$ cat config.mk
export PLATFORM = sky130hd
export DESIGN_NAME = ts_ta_slave
export DESIGN_NICKNAME = d
export VERILOG_FILES = /design/src/rtl/ts_ta_slave.sv
export SDC_FILE = /design/constraint.sdc
export NUM_CORES = 1
export LEC_CHECK = 0
export BUFFER_PORTS_ARGS = -buffer_cell sky130_fd_sc_hd__buf_4
export CORE_MARGIN = 2
export CORE_UTILIZATION = 40
export CTS_BUF_LIST = sky130_fd_sc_hd__clkbuf_16
export DETAILED_ROUTE_END_ITERATION = 6
export GPL_TIMING_DRIVEN = 0
export PLACE_DENSITY = 0.54
export SLEW_MARGIN = 20
export SYNTH_ARGS = -nofsm -noshare
export SYNTH_HDL_FRONTEND = slang
export SYNTH_SLANG_ARGS = --single-unit
$ cat constraint.sdc
create_clock -name clk -period 2.9 [get_ports clk]
set_input_delay 0.145 -clock clk [delete_from_list [all_inputs] [get_ports clk]]
set_output_delay 0.145 -clock clk [all_outputs]
set_load 0.05 [all_outputs]
$ cat src/rtl/ts_ta_slave.sv
module ts_ta_slave #(
  parameter int REG_CNT     = 8,
  parameter int WAIT_STATES = 1
) (
  input  logic        clk,
  input  logic        rst_n,
  input  logic        ts_n,
  input  logic        rd_wr_n,
  input  logic [1:0]  tsize,
  input  logic        burst_n,
  input  logic [31:0] addr,
  input  logic [31:0] wdata,
  output logic [31:0] rdata,
  output logic        ta_n,
  output logic        bi_n,
  output logic        err
);
  localparam int IDX_W = (REG_CNT > 1) ? $clog2(REG_CNT) : 1;
  localparam int CNT_W = (WAIT_STATES > 0) ? $clog2(WAIT_STATES + 1) : 1;

  logic [31:0]      regs [REG_CNT];
  logic             busy, rd_q, burst_q;
  logic [CNT_W-1:0] cnt;
  logic [1:0]       size_q, off_q;
  logic [IDX_W-1:0] idx_q;
  logic [3:0]       lane_en;
  logic [31:0]      wmask;
  logic             done, bad;

  assign done = busy && (cnt == '0);
  assign bad  = (size_q == 2'b11) ||
                (size_q == 2'b10 && off_q[0]) ||
                (size_q == 2'b00 && off_q != 2'b00);

  always_comb begin
    case (size_q)
      2'b01:   lane_en = 4'b1000 >> off_q;
      2'b10:   lane_en = 4'b1100 >> off_q;
      default: lane_en = 4'b1111;
    endcase
  end

  for (genvar l = 0; l < 4; l++) begin : g_lane
    assign wmask[8*l +: 8] = {8{lane_en[l]}};
  end

  always_ff @(posedge clk) begin
    if (!rst_n) begin
      busy    <= 1'b0;
      cnt     <= '0;
      rd_q    <= 1'b0;
      burst_q <= 1'b0;
      size_q  <= 2'b00;
      off_q   <= 2'b00;
      idx_q   <= '0;
    end else if (!busy) begin
      if (!ts_n) begin
        busy    <= 1'b1;
        cnt     <= CNT_W'(WAIT_STATES);
        rd_q    <= rd_wr_n;
        burst_q <= !burst_n;
        size_q  <= tsize;
        off_q   <= addr[1:0];
        idx_q   <= addr[IDX_W+1:2];
      end
    end else if (done) begin
      busy <= 1'b0;
    end else begin
      cnt <= cnt - 1'b1;
    end
  end

  always_ff @(posedge clk) begin
    if (!rst_n) begin
      for (int i = 0; i < REG_CNT; i++) regs[i] <= '0;
    end else if (done && !rd_q && !bad) begin
      regs[idx_q] <= (regs[idx_q] & ~wmask) | (wdata & wmask);
    end
  end

  assign ta_n  = !done;
  assign err   = done && bad;
  assign bi_n  = !(done && burst_q);
  assign rdata = (done && rd_q && !bad) ? regs[idx_q] : 32'h0;

  assert_ta_one_cycle_R2: assert property (@(posedge clk) disable iff (!rst_n)
    !ta_n |=> ta_n);
  assert_ta_after_start_R2: assert property (@(posedge clk) disable iff (!rst_n)
    $fell(ta_n) |-> $past(busy));
  assert_start_ignored_R3: assert property (@(posedge clk) disable iff (!rst_n)
    (busy && !ts_n) |=> ($stable(idx_q) && $stable(rd_q) && $stable(size_q)));
  assert_err_on_ta_R8: assert property (@(posedge clk) disable iff (!rst_n)
    err |-> (!ta_n && rdata == 32'h0));
  assert_bi_on_ta_R10: assert property (@(posedge clk) disable iff (!rst_n)
    !bi_n |-> !ta_n);
  assert_rdata_idle_R4: assert property (@(posedge clk) disable iff (!rst_n)
    (ta_n && $past(ta_n)) |-> rdata == 32'h0);
endmodule

==> flow_summary_export.csv, run 1 <==
group,metric,value,unit
outcome,status,"completed",
pwr,comb_power_share,11.6,%
yosys,synthFlopType,"edfxtp_1",
cells_and_area,layout.nets,1084,
grt,grt_pass1_vias,8213,
timing,slew_headroom,43.6,%
worst_setup_path,crit_arrival,3040,ps
floorplan,row_count,64,
place,place_congestion,0.725,
worst_setup_path,cp-start-kind,"register",
worst_setup_path,r2r_cells,8,
detailed_routing,drt_wl_total,34.9,mm
floorplan,die_x,180,um
pwr,p_leak,5.24,nW
cells_and_area,multi_input_area,4110,um2
job,cap_viol_max_count,0,
pwr,clkPwrFrac,38.1,%
cts,cts_root_buf,"clkbuf_16",
detailed_routing,ant_nets,0,
yosys,syn_inst,880,
place,io_buffers,78,
yosys,synth-seq-cells,270,
worst_setup_path,cp.required,3100,ps
yosys,ys_warn_count,0,
worst_setup_path,critPathCapture,"regs[3][16]",
floorplan,core,30600,um2
pwr,swShare,24.3,%
grt,grt_max_degree,33,
pwr,finalPower,0.00886,W
timing,fin_skew,7.42,ps
worst_setup_path,crit_type,"register to register",
timing,finalCriticalPeriod,2840,ps
yosys,synth_area_per_cell,14.1,um2
cts,cts_buffers,30,
floorplan,die_h,180,um
pwr,p_seq_share,50.3,%
grt,grt_pass1_wl,52.3,mm
cells_and_area,register_area,7970,um2
cts,clockBufferDepth,3,
yosys,synth_enable_flop_cells,256,
cells_and_area,final_common_cell,"edfxtp_1",
cells_and_area,syn2layout_area_growth,19.2,%
yosys,ys_types,37,
detailed_routing,firstDrtPassIters,5,
timing,rsz0062_at_grt,"true",
timing,tightest_slew,846,ps
detailed_routing,viasPerCell,5.58,
timing,hold_viol,0,
place,dp_hpwl,21.0,mm
cells_and_area,n_antenna_cell,0,
worst_setup_path,reg2reg_to,"regs[3][16]",
yosys,ys_async_sr_fraction,0,%
grt,grtUsageTotal,21.6,%
yosys,syn_area,12400,um2
floorplan,io_pins,106,
pwr,internal_power,0.00671,W
detailed_routing,wire_per_inst,24.5,um
yosys,yosysSeqAreaShare,64.0,%
timing,setup_viol,0,
min_path,hp-class,"primary input to register",
cts,h-tree-depth,1,
cts,insertion_delay,550,ps
worst_setup_path,crit_fanout,16,
floorplan,die-area,32500,um2
floorplan,start_util,40.7,%
timing,max_freq,352,MHz
pwr,peakVddDrop,0.377,mV
worst_setup_path,reg2reg_from,"size_q[0]",
detailed_routing,drtIter0Drc,839,
worst_setup_path,critical_path.startpoint,"size_q[0]",
worst_setup_path,cp-end-kind,"register",
cts,cts.clk_slew.worst_paths,60,ps
worst_setup_path,r2r_slack,60,ps
cells_and_area,fillers,2767,
timing,slew_viol_final,0,
cts,tritoncts,"yes",
timing,min_period_over_period,97.9,%
grt,antenna_found_initial,0,
pwr,pwr_density_cell,598,nW/um2
timing,hold_ws,48.6,ps
detailed_routing,drc_errors,0,
cells_and_area,layout-drive-gt1-share,24.9,%
grt,grt_overflow,0,
pwr,p_sw,0.00215,W
yosys,syn-num-nets,954,
cells_and_area,layout_common_cells,"edfxtp_1 (256), nor3_1 (246), buf_4 (108)",
detailed_routing,num_vias,7969,
timing,tns,0,ps
cts,clock-sinks,270,
critical path, cell delays in order, from the launching register on:
cell and delay (ps):
dfxtp_1 350, inv_1 80, ha_1 240, a211o_1 340, o31ai_4 80, buf_12 160
nand3_1 350, clkbuf_2 460, nand2_4 420
power groups by stage:
stage | clock, W | combinational [W] | sequential [W]
detailed placement | 0 | 0.000998 | 0.00454
global placement | 0 | 0.000973 | 0.00455
CTS | 0.00343 | 0.00103 | 0.00446
floorplan | 0 | 0.000658 | 0.00453
global route | 0.00356 | 0.00111 | 0.00447
finish | 0.00337 | 0.00103 | 0.00446
worst min path at each step:
stage / cells past startpoint / endpoint / startpoint
2_1_floorplan: 2 / off_q[0] / addr[0]
3_3_place_gp: 3 / size_q[0] / tsize[0]
3_5_place_dp: 3 / rd_q / rd_wr_n
4_1_cts: 3 / regs[6][23] / wdata[23]
5_1_grt: 3 / regs[7][27] / wdata[27]
6_report: 3 / regs[6][17] / wdata[17]
cells by family (layout without fill, tap and decap cells):
group	count (synthesis)	after routing	share of synthesized area (%)
compound gates	15	15	1.01
fa+ha+maj	3	3	0.302
simple gates	407	408	15.9
flops	270	270	64.0
mux	98	98	14.7
buf+inv	87	238	4.01
synth_stat cells (10+ instances only):
master | instances | share of area (%)
buf_4 | 26 | 1.6
edfxtp_1 | 256 | 62
buf_2 | 14 | 0.56
nor3_1 | 246 | 9.9
dfxtp_1 | 14 | 2.3
nor2_1 | 77 | 2.3
nand2_1 | 27 | 0.81
mux2i_1 | 30 | 2.4
mux4_2 | 60 | 11
nand3_1 | 10 | 0.40
clkbuf_1 | 35 | 1.1
and2_1 | 30 | 1.5
sequential cells by signal, indices dropped and copies added, names as in the netlist, named ones only:
signal,cells
burst_q,1
regs,256
size_q,2
idx_q,3
busy,1
cnt,1
off_q,2
rd_q,1
per-stage QoR:
stage          std cells  util [%]  worst slack [ps]  cell area (um2)
2_1_floorplan        880         -               271            12400
3_3_place_gp        1354      44.2             -1240            13500
3_5_place_dp        1360      44.8              -417            13700
4_1_cts             1428      48.4              20.6            14800
5_1_grt             1428      48.5             -3.24            14800
6_report            1428      48.5              61.3            14800
final cells by class:
class                   instances  share of cell area, %
repair buffers                 97                   5.85
inverters                       4                  0.101
clock inverters                23                  0.599
well taps                     396                   3.34
flip-flops and latches        270                   53.7
multi-input cells             524                   27.7
plain buffers                  83                   3.43
clock buffers                  31                   5.23
what timing repair did:
action,CTS,global route
pin swaps,1,0
resized for setup,25,10
setup endpoints to repair,277,97
buffers inserted,1,0
hold endpoints to repair,21,0
hold buffers,12,0
cloned,1,0
layer usage:
layer | share of wire, % | wire, um | up-vias | GRT usage [%]
li1 | - | - | 3657 | -
met1 | 44 | 15500 | 3992 | 30.3
met2 | 48 | 16800 | 260 | 35.8
met3 | 5.1 | 1790 | 60 | 2.79
met4 | 2.5 | 860 | 0 | 5.13
met5 | 0 | 0 | - | 0
Note: power is estimated with default switching activity, not from simulation.
==> run 2, diff against run 1 <==
- CTS_BUF_LIST: sky130_fd_sc_hd__clkbuf_16 -> unset
- CTS_CLUSTER_SIZE: unset -> 25
==> flow_summary_export.csv, run 2 (synthesis results as in run 1) <==
group,metric,value,unit
cells_and_area,largest_reg_flops,256,
timing,slew_headroom,39.3,%
pwr,finalPower,0.00900,W
floorplan,row_count,64,
cells_and_area,layout.cells.non_filler,1428,
cts,cts.clk_slew.worst_paths,60,ps
worst_setup_path,cp-end-kind,"register",
timing,setup_viol,0,
cells_and_area,syn2layout_area_growth,19.4,%
grt,grt_pass1_wl,52.2,mm
worst_setup_path,cp-start-kind,"register",
cts,cts_buffers,30,
pwr,peakVddDrop,0.389,mV
detailed_routing,drtIter0Drc,814,
timing,fin_skew,7.10,ps
cts,clock-sinks,270,
cells_and_area,reg_top3,"regs x256, idx_q x3",
grt,grt_max_degree,33,
floorplan,io_pins,106,
cts,insertion_delay,550,ps
pwr,p_leak,5.19,nW
cells_and_area,final_util,48.6,%
timing,tightest_slew,911,ps
worst_setup_path,reg2reg_from,"size_q[0]",
detailed_routing,viasPerCell,5.61,
cells_and_area,final_common_cell,"edfxtp_1",
cells_and_area,n_antenna_cell,0,
grt,grt_overflow,0,
cts,clockBufferDepth,3,
detailed_routing,drt_wl_total,35.0,mm
grt,antenna_found_initial,0,
place,place_inst,1360,
place,dp_hpwl,21.0,mm
timing,rsz0062_at_grt,"true",
worst_setup_path,crit_type,"register to register",
cts,cts_root_buf,"clkbuf_16",
worst_setup_path,crit_fanout,16,
floorplan,start_util,40.7,%
detailed_routing,wire_per_inst,24.5,um
worst_setup_path,crit_path_cell_trace,"inv_1 > ha_1 > a211o_1 > o31ai_4 > buf_12 > nand3_1 > clkbuf_2 > nand2_4",
min_path,hold_depth,3,
min_path,hp-start,"wdata[17]",
grt,grtUsageTotal,21.5,%
cells_and_area,multi_input_area,4110,um2
worst_setup_path,crit_arrival,3020,ps
timing,hold_viol,0,
timing,slew_viol_final,0,
worst_setup_path,r2r_slack,90,ps
cells_and_area,final_area,14900,um2
cells_and_area,register_area,7970,um2
detailed_routing,ant_nets,0,
detailed_routing,drc_errors,0,
min_path,hp-class,"primary input to register",
worst_setup_path,r2r_cells,8,
outcome,status,"completed",
cells_and_area,layout_common_cells,"edfxtp_1 (256), nor3_1 (246), buf_4 (108)",
timing,tns,0,ps
cells_and_area,fillers,2760,
cells_and_area,layout-drive-gt1-share,25.2,%
worst_setup_path,reg2reg_to,"regs[3][31]",
timing,max_freq,356,MHz
floorplan,core,30600,um2
cts,h-tree-depth,1,
place,place_congestion,0.725,
floorplan,die_h,180,um
cells_and_area,layout.nets,1084,
min_path,min_to,"regs[6][17]",
grt,grt_pass1_vias,8231,
job,cap_viol_max_count,0,
place,placedInstanceArea,13700,um2
floorplan,die-area,32500,um2
floorplan,die_x,180,um
pwr,pwr_density_cell,606,nW/um2
detailed_routing,firstDrtPassIters,5,
timing,min_period_over_period,96.9,%
worst_setup_path,cp_slowest_stage_delay,460,ps
place,io_buffers,78,
detailed_routing,num_vias,8005,
cells_and_area,largest-register,"regs",
cts,tritoncts,"yes",
worst_setup_path,cp_slowest_cell,"clkbuf_2",
worst_setup_path,cp.required,3110,ps
timing,finalCriticalPeriod,2810,ps
run 2: timing repair:
action                                  CTS  global route
endpoints found under the setup margin  277            98
pin swaps                                 1             0
gates cloned                              1             0
resized for setup                        25            10
hold endpoints to repair                 21             0
hold buffers                             12             0
buffers inserted                          1             0
run 2: how the worst max path moves through the flow:
stage | startpoint | slack, ps | to
4_1_cts | size_q[0] | 20 | rdata[28]
2_1_floorplan | size_q[0] | 270 | regs[1][0]
5_1_grt | size_q[0] | -3 | rdata[12]
3_5_place_dp | size_q[0] | -420 | regs[6][13]
6_report | size_q[0] | 90 | regs[3][31]
3_3_place_gp | size_q[0] | -1240 | regs[4][13]
run 2: final cells by class:
class / count / area share, %
Clock inverter: 4 / 0.118
Inverter: 4 / 0.101
Sequential cell: 270 / 53.6
Tap cell: 396 / 3.33
Multi-Input combinational cell: 524 / 27.7
Clock buffer: 50 / 5.90
Buffer: 83 / 3.43
Timing Repair Buffer: 97 / 5.84
run 2: stage by stage:
stage               setup slack, ps  hold slack (ps)
global route                  -3.24             59.7
floorplan                       271              290
CTS                            20.6             29.6
global placement              -1240              420
detailed placement             -417              422
finish                         89.8             47.4
run 2: metal layers:
| layer | vias to the layer above | share of wire (%) | GRT usage [%] |
|---|---|---|---|
| li1 | 3660 | - | - |
| met2 | 251 | 48 | 35.8 |
| met4 | 0 | 2.5 | 5.39 |
| met3 | 58 | 4.9 | 2.73 |
| met1 | 4036 | 44 | 30.2 |
| met5 | - | 0 | 0 |
run 2: where the power goes:
part	switching, W	internal, W
logic	0.000635	0.000396
registers	0.0000458	0.00442
clock network	0.00147	0.00204
run 2: worst max-delay path, delay by kind of cell, from the launching register on:
| family | cells | cell delay [ps] |
|---|---|---|
| and+or+nand+nor | 2 | 740 |
| buffers and inverters | 3 | 700 |
| AOI/OAI and AO/OA | 2 | 420 |
| DFF | 1 | 350 |
| adders and majority gates | 1 | 240 |
